`config.mk`:
```
export PLATFORM = sky130hd
export DESIGN_NAME = pktsw_top
export DESIGN_NICKNAME = d
export VERILOG_FILES = /design/src/rtl/pktsw_pkg.sv /design/src/rtl/pktsw_frame_det.sv /design/src/rtl/pktsw_smart.sv /design/src/rtl/pktsw_regs.sv /design/src/rtl/pktsw_top.sv
export SDC_FILE = /design/constraint.sdc
export NUM_CORES = 1
export LEC_CHECK = 0
export CORE_MARGIN = 2
export CORE_UTILIZATION = 35
export DETAILED_ROUTE_END_ITERATION = 6
export DONT_BUFFER_PORTS = 1
export GPL_TIMING_DRIVEN = 0
export PLACE_DENSITY = 0.53
export SYNTH_ARGS = -nofsm -noshare
export SYNTH_HDL_FRONTEND = slang
export SYNTH_SLANG_ARGS = --single-unit
```
`constraint.sdc`:
```
create_clock -name clk -period 2.63 [get_ports clk]
set_input_delay 0.263 -clock clk [delete_from_list [all_inputs] [get_ports clk]]
set_output_delay 0.263 -clock clk [all_outputs]
set_load 0.03 [all_outputs]
```
`src/rtl/pktsw_pkg.sv`:
```
package pktsw_pkg;
  localparam int LANES  = 8;
  localparam int LANE_W = 8;
  localparam int DATA_W = LANES * LANE_W;
  localparam int CTRL_W = LANES;
  localparam int NSRC   = 4;
  localparam int SEL_W  = $clog2(NSRC);
  localparam int REG_W  = 16;

  localparam logic [LANE_W-1:0] CH_IDLE  = 8'h07;
  localparam logic [LANE_W-1:0] CH_START = 8'hFB;
  localparam logic [LANE_W-1:0] CH_TERM  = 8'hFD;

  localparam logic [1:0] A_CTRL  = 2'd0;
  localparam logic [1:0] A_FORCE = 2'd1;
  localparam logic [1:0] A_STAT  = 2'd2;

  typedef enum logic {ST_FWD, ST_GAP} sw_state_e;

  function automatic logic [DATA_W-1:0] idle_data();
    return {LANES{CH_IDLE}};
  endfunction

  function automatic logic word_is_start(logic [DATA_W-1:0] d, logic [CTRL_W-1:0] c);
    return c[0] && (d[LANE_W-1:0] == CH_START);
  endfunction

  function automatic logic word_has_term(logic [DATA_W-1:0] d, logic [CTRL_W-1:0] c);
    logic hit;
    hit = 1'b0;
    for (int i = 0; i < LANES; i++) begin
      if (c[i] && (d[i*LANE_W +: LANE_W] == CH_TERM)) hit = 1'b1;
    end
    return hit;
  endfunction

  function automatic logic [NSRC-1:0] code_to_en(logic [SEL_W-1:0] code);
    return {{(NSRC-1){1'b0}}, 1'b1} << code;
  endfunction

  // {valid, index} of the lowest set enable
  function automatic logic [SEL_W:0] lowest_en(logic [NSRC-1:0] en);
    logic [SEL_W:0] r;
    r = '0;
    for (int i = NSRC - 1; i >= 0; i--) begin
      if (en[i]) r = {1'b1, SEL_W'(i)};
    end
    return r;
  endfunction
endpackage

```
`src/rtl/pktsw_frame_det.sv`:
```
module pktsw_frame_det
  import pktsw_pkg::*;
(
  input  logic [NSRC*DATA_W-1:0] src_data,
  input  logic [NSRC*CTRL_W-1:0] src_ctrl,
  output logic [NSRC-1:0]        sof,
  output logic [NSRC-1:0]        eof
);
  for (genvar s = 0; s < NSRC; s++) begin : g_det
    assign sof[s] = word_is_start(src_data[s*DATA_W +: DATA_W], src_ctrl[s*CTRL_W +: CTRL_W]);
    assign eof[s] = word_has_term(src_data[s*DATA_W +: DATA_W], src_ctrl[s*CTRL_W +: CTRL_W]);
  end
endmodule

```
`src/rtl/pktsw_smart.sv`:
```
module pktsw_smart
  import pktsw_pkg::*;
#(
  parameter logic [SEL_W-1:0] DEF_SEL = '0
) (
  input  logic             clk,
  input  logic             rst_n,
  input  logic [SEL_W-1:0] req,
  input  logic [NSRC-1:0]  sof,
  input  logic [NSRC-1:0]  eof,
  input  logic             path_evt,
  output logic [SEL_W-1:0] fwd_idx,
  output logic             emit_idle,
  output logic             commit
);
  sw_state_e        st_q, st_d;
  logic [SEL_W-1:0] act_q, act_d;
  logic             open_q, open_d;
  logic             mism, gap_now;

  assign mism    = (act_q != req);
  assign gap_now = (st_q == ST_GAP) || (mism && !open_q);

  always_comb begin
    st_d      = st_q;
    act_d     = act_q;
    open_d    = open_q;
    fwd_idx   = act_q;
    emit_idle = 1'b0;
    commit    = 1'b0;
    if (path_evt) begin
      emit_idle = 1'b1;
      fwd_idx   = DEF_SEL;
      st_d      = ST_GAP;
      act_d     = DEF_SEL;
      open_d    = 1'b0;
    end else if (gap_now) begin
      if (sof[req]) begin
        commit  = 1'b1;
        fwd_idx = req;
        act_d   = req;
        st_d    = ST_FWD;
        open_d  = !eof[req];
      end else begin
        emit_idle = 1'b1;
        st_d      = ST_GAP;
      end
    end else begin
      if (eof[act_q]) begin
        open_d = 1'b0;
        if (mism) st_d = ST_GAP;
      end else if (sof[act_q]) begin
        open_d = 1'b1;
      end
    end
  end

  always_ff @(posedge clk) begin
    if (!rst_n) begin
      st_q   <= ST_GAP;
      act_q  <= DEF_SEL;
      open_q <= 1'b0;
    end else begin
      st_q   <= st_d;
      act_q  <= act_d;
      open_q <= open_d;
    end
  end
endmodule

```
`src/rtl/pktsw_regs.sv`:
```
module pktsw_regs
  import pktsw_pkg::*;
#(
  parameter logic [SEL_W-1:0] DEF_SEL = '0
) (
  input  logic             clk,
  input  logic             rst_n,
  input  logic             reg_wr,
  input  logic             reg_rd,
  input  logic [1:0]       reg_addr,
  input  logic [REG_W-1:0] reg_wdata,
  input  logic             path_evt,
  input  logic             commit,
  input  logic [NSRC-1:0]  en_now,
  output logic [REG_W-1:0] reg_rdata,
  output logic [SEL_W-1:0] reg_sel,
  output logic             pin_mode,
  output logic [NSRC:0]    force_fld,
  output logic             status_done
);
  logic [REG_W-1:0] ctrl_q, force_q, rd_mux;
  logic             stat_rd;

  assign stat_rd     = reg_rd && (reg_addr == A_STAT);
  assign reg_sel     = ctrl_q[15:14];
  assign pin_mode    = ctrl_q[12];
  assign force_fld   = force_q[NSRC:0];

  always_comb begin
    case (reg_addr)
      A_CTRL:  rd_mux = ctrl_q;
      A_FORCE: rd_mux = force_q;
      A_STAT:  rd_mux = {en_now, 1'b0, status_done, 10'h000};
      default: rd_mux = '0;
    endcase
  end

  always_ff @(posedge clk) begin
    if (!rst_n) begin
      ctrl_q      <= {DEF_SEL, 1'b0, 1'b1, 12'h000};
      force_q     <= '0;
      status_done <= 1'b0;
      reg_rdata   <= '0;
    end else begin
      if (path_evt)                          ctrl_q[15:14] <= DEF_SEL;
      else if (reg_wr && reg_addr == A_CTRL) ctrl_q        <= reg_wdata;
      if (reg_wr && reg_addr == A_FORCE) force_q <= reg_wdata;
      status_done <= commit | (status_done & ~stat_rd);
      if (reg_rd) reg_rdata <= rd_mux;
    end
  end
endmodule

```
`src/rtl/pktsw_top.sv`:
```
module pktsw_top
  import pktsw_pkg::*;
#(
  parameter logic [SEL_W-1:0] DEF_SEL = '0
) (
  input  logic                   clk,
  input  logic                   rst_n,
  input  logic [NSRC*DATA_W-1:0] src_data,
  input  logic [NSRC*CTRL_W-1:0] src_ctrl,
  input  logic [SEL_W-1:0]       sel_pins,
  input  logic                   dp_reset,
  input  logic                   local_fault,
  input  logic                   reg_wr,
  input  logic                   reg_rd,
  input  logic [1:0]             reg_addr,
  input  logic [REG_W-1:0]       reg_wdata,
  output logic [REG_W-1:0]       reg_rdata,
  output logic [DATA_W-1:0]      out_data,
  output logic [CTRL_W-1:0]      out_ctrl,
  output logic [NSRC-1:0]        src_en
);
  logic [DATA_W-1:0] w_data [NSRC];
  logic [CTRL_W-1:0] w_ctrl [NSRC];
  logic [NSRC-1:0]   sof, eof;
  logic [SEL_W-1:0]  reg_sel, req, fwd_idx;
  logic              pin_mode, emit_idle, commit, path_evt, status_done;
  logic [NSRC:0]     force_fld;
  logic              force_on;
  logic [SEL_W:0]    force_pick;
  logic [DATA_W-1:0] nxt_data;
  logic [CTRL_W-1:0] nxt_ctrl;
  logic [NSRC-1:0]   nxt_en;

  for (genvar s = 0; s < NSRC; s++) begin : g_unpack
    assign w_data[s] = src_data[s*DATA_W +: DATA_W];
    assign w_ctrl[s] = src_ctrl[s*CTRL_W +: CTRL_W];
  end

  assign path_evt   = dp_reset | local_fault;
  assign req        = pin_mode ? sel_pins : reg_sel;
  assign force_on   = force_fld[NSRC];
  assign force_pick = lowest_en(force_fld[NSRC-1:0]);

  pktsw_frame_det u_det (
    .src_data (src_data),
    .src_ctrl (src_ctrl),
    .sof      (sof),
    .eof      (eof)
  );

  pktsw_smart #(.DEF_SEL(DEF_SEL)) u_smart (
    .clk       (clk),
    .rst_n     (rst_n),
    .req       (req),
    .sof       (sof),
    .eof       (eof),
    .path_evt  (path_evt),
    .fwd_idx   (fwd_idx),
    .emit_idle (emit_idle),
    .commit    (commit)
  );

  pktsw_regs #(.DEF_SEL(DEF_SEL)) u_regs (
    .clk         (clk),
    .rst_n       (rst_n),
    .reg_wr      (reg_wr),
    .reg_rd      (reg_rd),
    .reg_addr    (reg_addr),
    .reg_wdata   (reg_wdata),
    .path_evt    (path_evt),
    .commit      (commit),
    .en_now      (src_en),
    .reg_rdata   (reg_rdata),
    .reg_sel     (reg_sel),
    .pin_mode    (pin_mode),
    .force_fld   (force_fld),
    .status_done (status_done)
  );

  always_comb begin
    if (force_on) begin
      nxt_en = force_fld[NSRC-1:0];
      if (force_pick[SEL_W]) begin
        nxt_data = w_data[force_pick[SEL_W-1:0]];
        nxt_ctrl = w_ctrl[force_pick[SEL_W-1:0]];
      end else begin
        nxt_data = idle_data();
        nxt_ctrl = '1;
      end
    end else begin
      nxt_en = code_to_en(fwd_idx);
      if (emit_idle) begin
        nxt_data = idle_data();
        nxt_ctrl = '1;
      end else begin
        nxt_data = w_data[fwd_idx];
        nxt_ctrl = w_ctrl[fwd_idx];
      end
    end
  end

  always_ff @(posedge clk) begin
    if (!rst_n) begin
      out_data <= idle_data();
      out_ctrl <= '1;
      src_en   <= code_to_en(DEF_SEL);
    end else begin
      out_data <= nxt_data;
      out_ctrl <= nxt_ctrl;
      src_en   <= nxt_en;
    end
  end
endmodule

```
==> results.txt, run 1 <==
Clock root buffer: clkbuf_16
Routed wire length: 47.0 mm
Final Cycle Share: 0.990
GPL Wtd Cong: 0.941
Main flop type after synthesis: dfxtp_1
CTS tree: built
Yosys warns: 0
Post-Place Cells: 1,461
Pin count of the biggest net entering global routing: 17
Routed len/inst: 31.0 microns
Via density: 6.52
Clk_skew: 21.5 ps
Cell Area, Placed: 9780 sq um
Total track usage: 0.324
Register bit total from synthesis: 129
Vias: 9,906
Die area: 28,100 sq um
Core area: 26,100 sq um
Clk Latency, worst-skew pair: 440 ps
DRT antenna net count: 0
PortBufs: 0
Top cell type's share of synthesized area: 0.276
CTS sink cnt: 129
Top-count cell post-synth: nand2_1
Max clock buf depth: 2
H-tree levels: 4
Synth area leaders: dfxtp_1, mux4_2, nand2_1, nor3_1, a21oi_1
Estimated wirelength of the detail-placed design: 35.8 mm
Minimum clock period: 2600 ps
Initial DRT Pass Iterations: 7
First-pass GRT wire length: 67.2 mm
Antenna violations before repair: 0
Leakage: 3.97 nW
Worst Slack Setup Final: 27.5 ps
Largest area contributor in the netlist: dfxtp_1
Area Growth Syn to Fin: 16.8%
Initial DRC Count: 1,016
Unrepaired setup endpoints after global routing: yes
CP max FO: 10
Distinct cells, synth: 51
Fmax: 384 MHz
Fill cells: 2,686
Worst-margin pin slew: 871 ps
Max Slew Vio Count: 0
EDFF count, synth: 0
Asr flop ratio synth: 0
Critical path endpoint category: flop
Vias in the first global route: 9,849
Avg Inst Size Synth: 8.31 sq um
Antenna cells: 0
Status: finished with violations
Register area share after synthesis: 0.276
Cts bufs inserted: 17
HP Class: input pin to flop
Fin nets: 1,485
Pre-CTS setup slack: -815 ps
Critical path arrival: 2950 ps
Max Cap Viol: 0
Failing checks: design-rule violations
Fin cells: 1,519
Share of cells above drive strength 1: 0.187
PD cells: 470 nW/um^2
Ports: 406
Chip Width: 167 microns
Post-Syn Area: 9360 sq um
Total gr overflow: 0
Design area: 10,900 sq um
Hold Violations, Final: 0
Starting Density: 0.358
Setup violators final: 0
Slew HR: 0.414
Worst-path clk slew: 90 ps
Die Y: 167 microns
List of most frequent post-synthesis cells: nand2_1, dfxtp_1, nor3_1, a21oi_1, mux4_2
Syn Inst Count: 1,126
Utilization after layout: 0.418
Residual DRC: 30
Critical path type: flop to flop
Peak supply drop: 0.286 mV
Setup TNS: 0 ps
Row cnt: 59
Setup crit start kind: flop
Syn nets: 1,440
Crit path required time: 2980 ps
critical path, cell delays in order, from the launching register on:
cell	delay [ps]
dfxtp_4	410
mux2i_4	360
buf_4	170
mux4_2	330
nand2b_1	230
nand3_4	190
buf_4	210
clkbuf_4	260
nor3_1	70
nor3_1	270
power by group:
group          leakage, nW  internal, mW  switching (mW)  total (mW)
registers             1.04          1.97          0.0355        2.01
clock network        0.279          1.28            1.26        2.53
logic                 2.64         0.326           0.271       0.597
sequential cells by signal, indices dropped and copies added (netlist names):
register and flops:
out_data 64, u_regs.ctrl_q 16, u_regs.force_q 16, u_regs.reg_rdata 16, out_ctrl 8, src_en 4, u_smart.act_q 2, u_regs.status_done 1
u_smart.open_q 1, u_smart.st_q 1
layout by cell type (no fill, tap or decap), types with 19 or more instances in the layout:
cell type and n:
a211o_1 40, a21boi_0 29, a21oi_1 84, buf_4 23
clkbuf_1 31, dfxtp_1 128, mux2_2 27, mux2i_1 19
mux4_2 73, nand2_1 264, nand3_1 32, nand4b_1 28
nor2_1 19, nor3_1 119, o22ai_1 44
routing by layer:
layer	GRT usage	vias up	wire, microns
li1	-	4299	-
met2	0.549	674	22800
met3	0.135	124	6010
met5	0	-	0
met1	0.356	4809	16200
met4	0.142	0	2030
through the flow:
step	hold slack [ps]	total power [mW]
floorplan	387	2.49
detailed placement	397	2.60
CTS	16.3	5.14
global placement	399	2.60
global route	45.2	5.27
finish	27.2	5.14
repair_timing:
action                                  4_1_cts  5_1_grt
endpoints found under the setup margin       78       71
pin swaps                                     1        5
setup buffers                                 5        4
hold buffers                                 16        0
endpoints found under the hold margin        31        0
resized for setup                            64       42
gates cloned                                  1        0
kinds of logic after synthesis:
family                    after synthesis  synth area share
AOI/OAI and AO/OA                     230             0.168
xor gates and xnor gates                2           0.00187
muxes                                 127             0.239
DFF                                   129             0.276
and+or+nand+nor                       531             0.266
buffers and inverters                 107            0.0488
cell type report:
type	instances	area (sq um)	area share
buffer	89	562	0.0514
clock buffer	17	425	0.0389
clock inverter	15	168	0.0153
inverter	18	67.6	0.00619
multi-input combinational	890	6450	0.590
sequential	129	2590	0.237
tap	335	419	0.0384
timing repair buffer	26	245	0.0225
final timing paths:
path,startpoint,end,slack [ps],cells past startpoint
worst max-delay path,u_regs.ctrl_q[12],out_ctrl[3],30,9
worst min-delay path,reg_wdata[4],u_regs.force_q[4],30,2
worst max register to register,u_regs.ctrl_q[12],out_ctrl[3],30,9
worst min register to register,u_regs.ctrl_q[11],u_regs.ctrl_q[11],460,2
Power figures use the tool's default switching activity.
==> inputs of run 2 (changes only) <==
--- a/config.mk
+++ b/config.mk
@@ -5,12 +5,14 @@
 export SDC_FILE = /design/constraint.sdc
 export NUM_CORES = 1
 export LEC_CHECK = 0
+export CELL_PAD_IN_SITES_DETAIL_PLACEMENT = 1
+export CELL_PAD_IN_SITES_GLOBAL_PLACEMENT = 1
 export CORE_MARGIN = 2
 export CORE_UTILIZATION = 35
 export DETAILED_ROUTE_END_ITERATION = 6
 export DONT_BUFFER_PORTS = 1
 export GPL_TIMING_DRIVEN = 0
-export PLACE_DENSITY = 0.53
+export PLACE_DENSITY = 0.65
 export SYNTH_ARGS = -nofsm -noshare
 export SYNTH_HDL_FRONTEND = slang
 export SYNTH_SLANG_ARGS = --single-unit
==> run 2 against run 1 <==
Against the previous run: core utilization barely moved; highest routed layer unchanged; die area unchanged; combinational power is essentially flat; sequential power barely moved; cell area up 0.11%; sequential share of layout area barely moved; clock power is essentially flat; critical path depth fell by 1; the flow still finishes with violations (design-rule violations); setup slack better by 22 ps.
==> results.txt, run 2 (synthesis results as in run 1) <==
Status: finished with violations (unchanged)
Failing checks: design-rule violations (unchanged)
Fmax: 387 MHz (was 384 MHz)
Slew HR: 0.393 (was 0.414)
Final Cycle Share: 0.981 (was 0.990)
Share of cells above drive strength 1: 0.188 (was 0.187)
Max Cap Viol: 0 (unchanged)
Critical path arrival: 2930 ps (was 2950 ps)
DRT antenna net count: 0 (unchanged)
Antenna violations before repair: 0 (unchanged)
PD cells: 466 nW/um^2 (was 470 nW/um^2)
Worst-path clk slew: 80 ps (was 90 ps)
Setup crit start kind: flop (unchanged)
PortBufs: 0 (unchanged)
Max Slew Vio Count: 0 (unchanged)
Unrepaired setup endpoints after global routing: yes (unchanged)
GPL Wtd Cong: 0.994 (was 0.941)
Die area: 28,100 sq um (unchanged)
Hold Violations, Final: 0 (unchanged)
Peak supply drop: 0.317 mV (was 0.286 mV)
CTS tree: built (unchanged)
Routed wire length: 48.2 mm (was 47.0 mm)
Critical path endpoint category: flop (unchanged)
Minimum clock period: 2580 ps (was 2600 ps)
Routed len/inst: 31.7 microns (was 31.0 microns)
Vias: 10,024 (was 9,906)
Reg with most FFs: out_data (unchanged)
Most frequent cells in the layout: nand2_1, dfxtp_1, nor3_1, a21oi_1, mux4_2 (unchanged)
Residual DRC: 32 (was 30)
HP Class: input pin to flop (unchanged)
Crit path required time: 2980 ps (about the same)
Antenna cells: 0 (unchanged)
Fin nets: 1,486 (was 1,485)
Hold_ws: 37.4 ps (was 27.2 ps)
Clock root buffer: clkbuf_16 (unchanged)
Chip Width: 167 microns (unchanged)
Estimated wirelength of the detail-placed design: 37.1 mm (was 35.8 mm)
Die Y: 167 microns (unchanged)
Cts bufs inserted: 17 (unchanged)
H-tree levels: 4 (unchanged)
Area Growth Syn to Fin: 16.9% (was 16.8%)
Total track usage: 0.336 (was 0.324)
Core area: 26,100 sq um (unchanged)
Ports: 406 (unchanged)
Utilization after layout: 0.418 (about the same)
Row cnt: 59 (unchanged)
Largest register FFs: 64 (unchanged)
Max clock buf depth: 2 (unchanged)
Starting Density: 0.358 (unchanged)
Clk_skew: 10.7 ps (was 21.5 ps)
Vias in the first global route: 10,415 (was 9,849)
Pin count of the biggest net entering global routing: 17 (unchanged)
CP max FO: 10 (unchanged)
Worst-margin pin slew: 903 ps (was 871 ps)
Initial DRC Count: 789 (was 1,016)
Commonest non-fill, non-tap cell in the layout: nand2_1 (unchanged)
Total gr overflow: 0 (unchanged)
Setup violators final: 0 (unchanged)
CTS sink cnt: 129 (unchanged)
Leakage: 4.00 nW (was 3.97 nW)
Clk Latency, worst-skew pair: 440 ps (about the same)
First-pass GRT wire length: 69.9 mm (was 67.2 mm)
Critical path type: flop to flop (unchanged)
Via density: 6.59 (was 6.52)
Initial DRT Pass Iterations: 7 (unchanged)
run 2: changes by cell type in the layout (fill, tap and decap cells not counted), moves of 2 or more:
cell      change
nor3_1        +3
inv_8         +2
clkbuf_2      +2
clkinv_8      -2
nor4_1        +2
clkbuf_1      -4
buf_6         +6
nor3_2        -3
buf_4         -3
run 2: path summary, 6_finish.rpt:
kind	slack (ps)	to	startpoint	depth (start not counted)
max	50	out_ctrl[7]	u_regs.ctrl_q[12]	8
max reg2reg	50	out_ctrl[7]	u_regs.ctrl_q[12]	8
min	40	out_data[57]	src_data[121]	2
min reg2reg	470	u_regs.ctrl_q[11]	u_regs.ctrl_q[11]	2
run 2: power by group:
part	internal, mW	total, mW	switching [mW]
clock	1.27	2.50	1.22
combinational	0.323	0.594	0.271
sequential	1.97	2.01	0.0360
total	3.57	5.10	1.53
run 2: timing repair:
item / in CTS / in global routing
hold buffers: 16 / 0
buffers inserted: 7 / 5
pin swaps: 2 / 5
endpoints found under the hold margin: 32 / 0
gates resized for setup: 60 / 62
setup endpoints to repair: 78 / 71
gates cloned: 1 / 0
run 2: cell type report:
cell class / count / area (sq um)
buffer: 87 / 579
clock buffer: 17 / 425
clock inverter: 15 / 159
fill: 3122 / 15200
inverter: 18 / 67.6
multi-input combinational: 890 / 6430
sequential: 129 / 2590
tap: 335 / 419
timing repair buffer: 29 / 272
run 2: stage by stage:
step	setup slack (ps)	instances	setup TNS [ps]	total power [mW]	cell area, sq um
global route	-18.1	1520	-44.0	5.24	10900
floorplan	202	1126	0	2.49	9360
finish	49.2	1520	0	5.10	10900
detailed placement	-805	1461	-44160	2.60	9780
CTS	3.52	1517	0	5.11	10800
global placement	-822	1461	-44760	2.60	9770
run 2: worst max-delay path, stage by stage, from the launching register on:
cell and delay, ps:
dfxtp_4 420, mux2_4 370, mux4_2 500, and3_1 240, o21ai_4 230, buf_12 140, clkbuf_4 220, o22ai_1 110
nor3_1 240
run 2: metal layers:
layer  wire length (microns)  up-vias  track usage
met2                   24100      576        0.588
li1                        -     4314            -
met4                    1830        0        0.135
met5                       0        -            0
met3                    5050      126        0.120
met1                   17300     5008        0.371
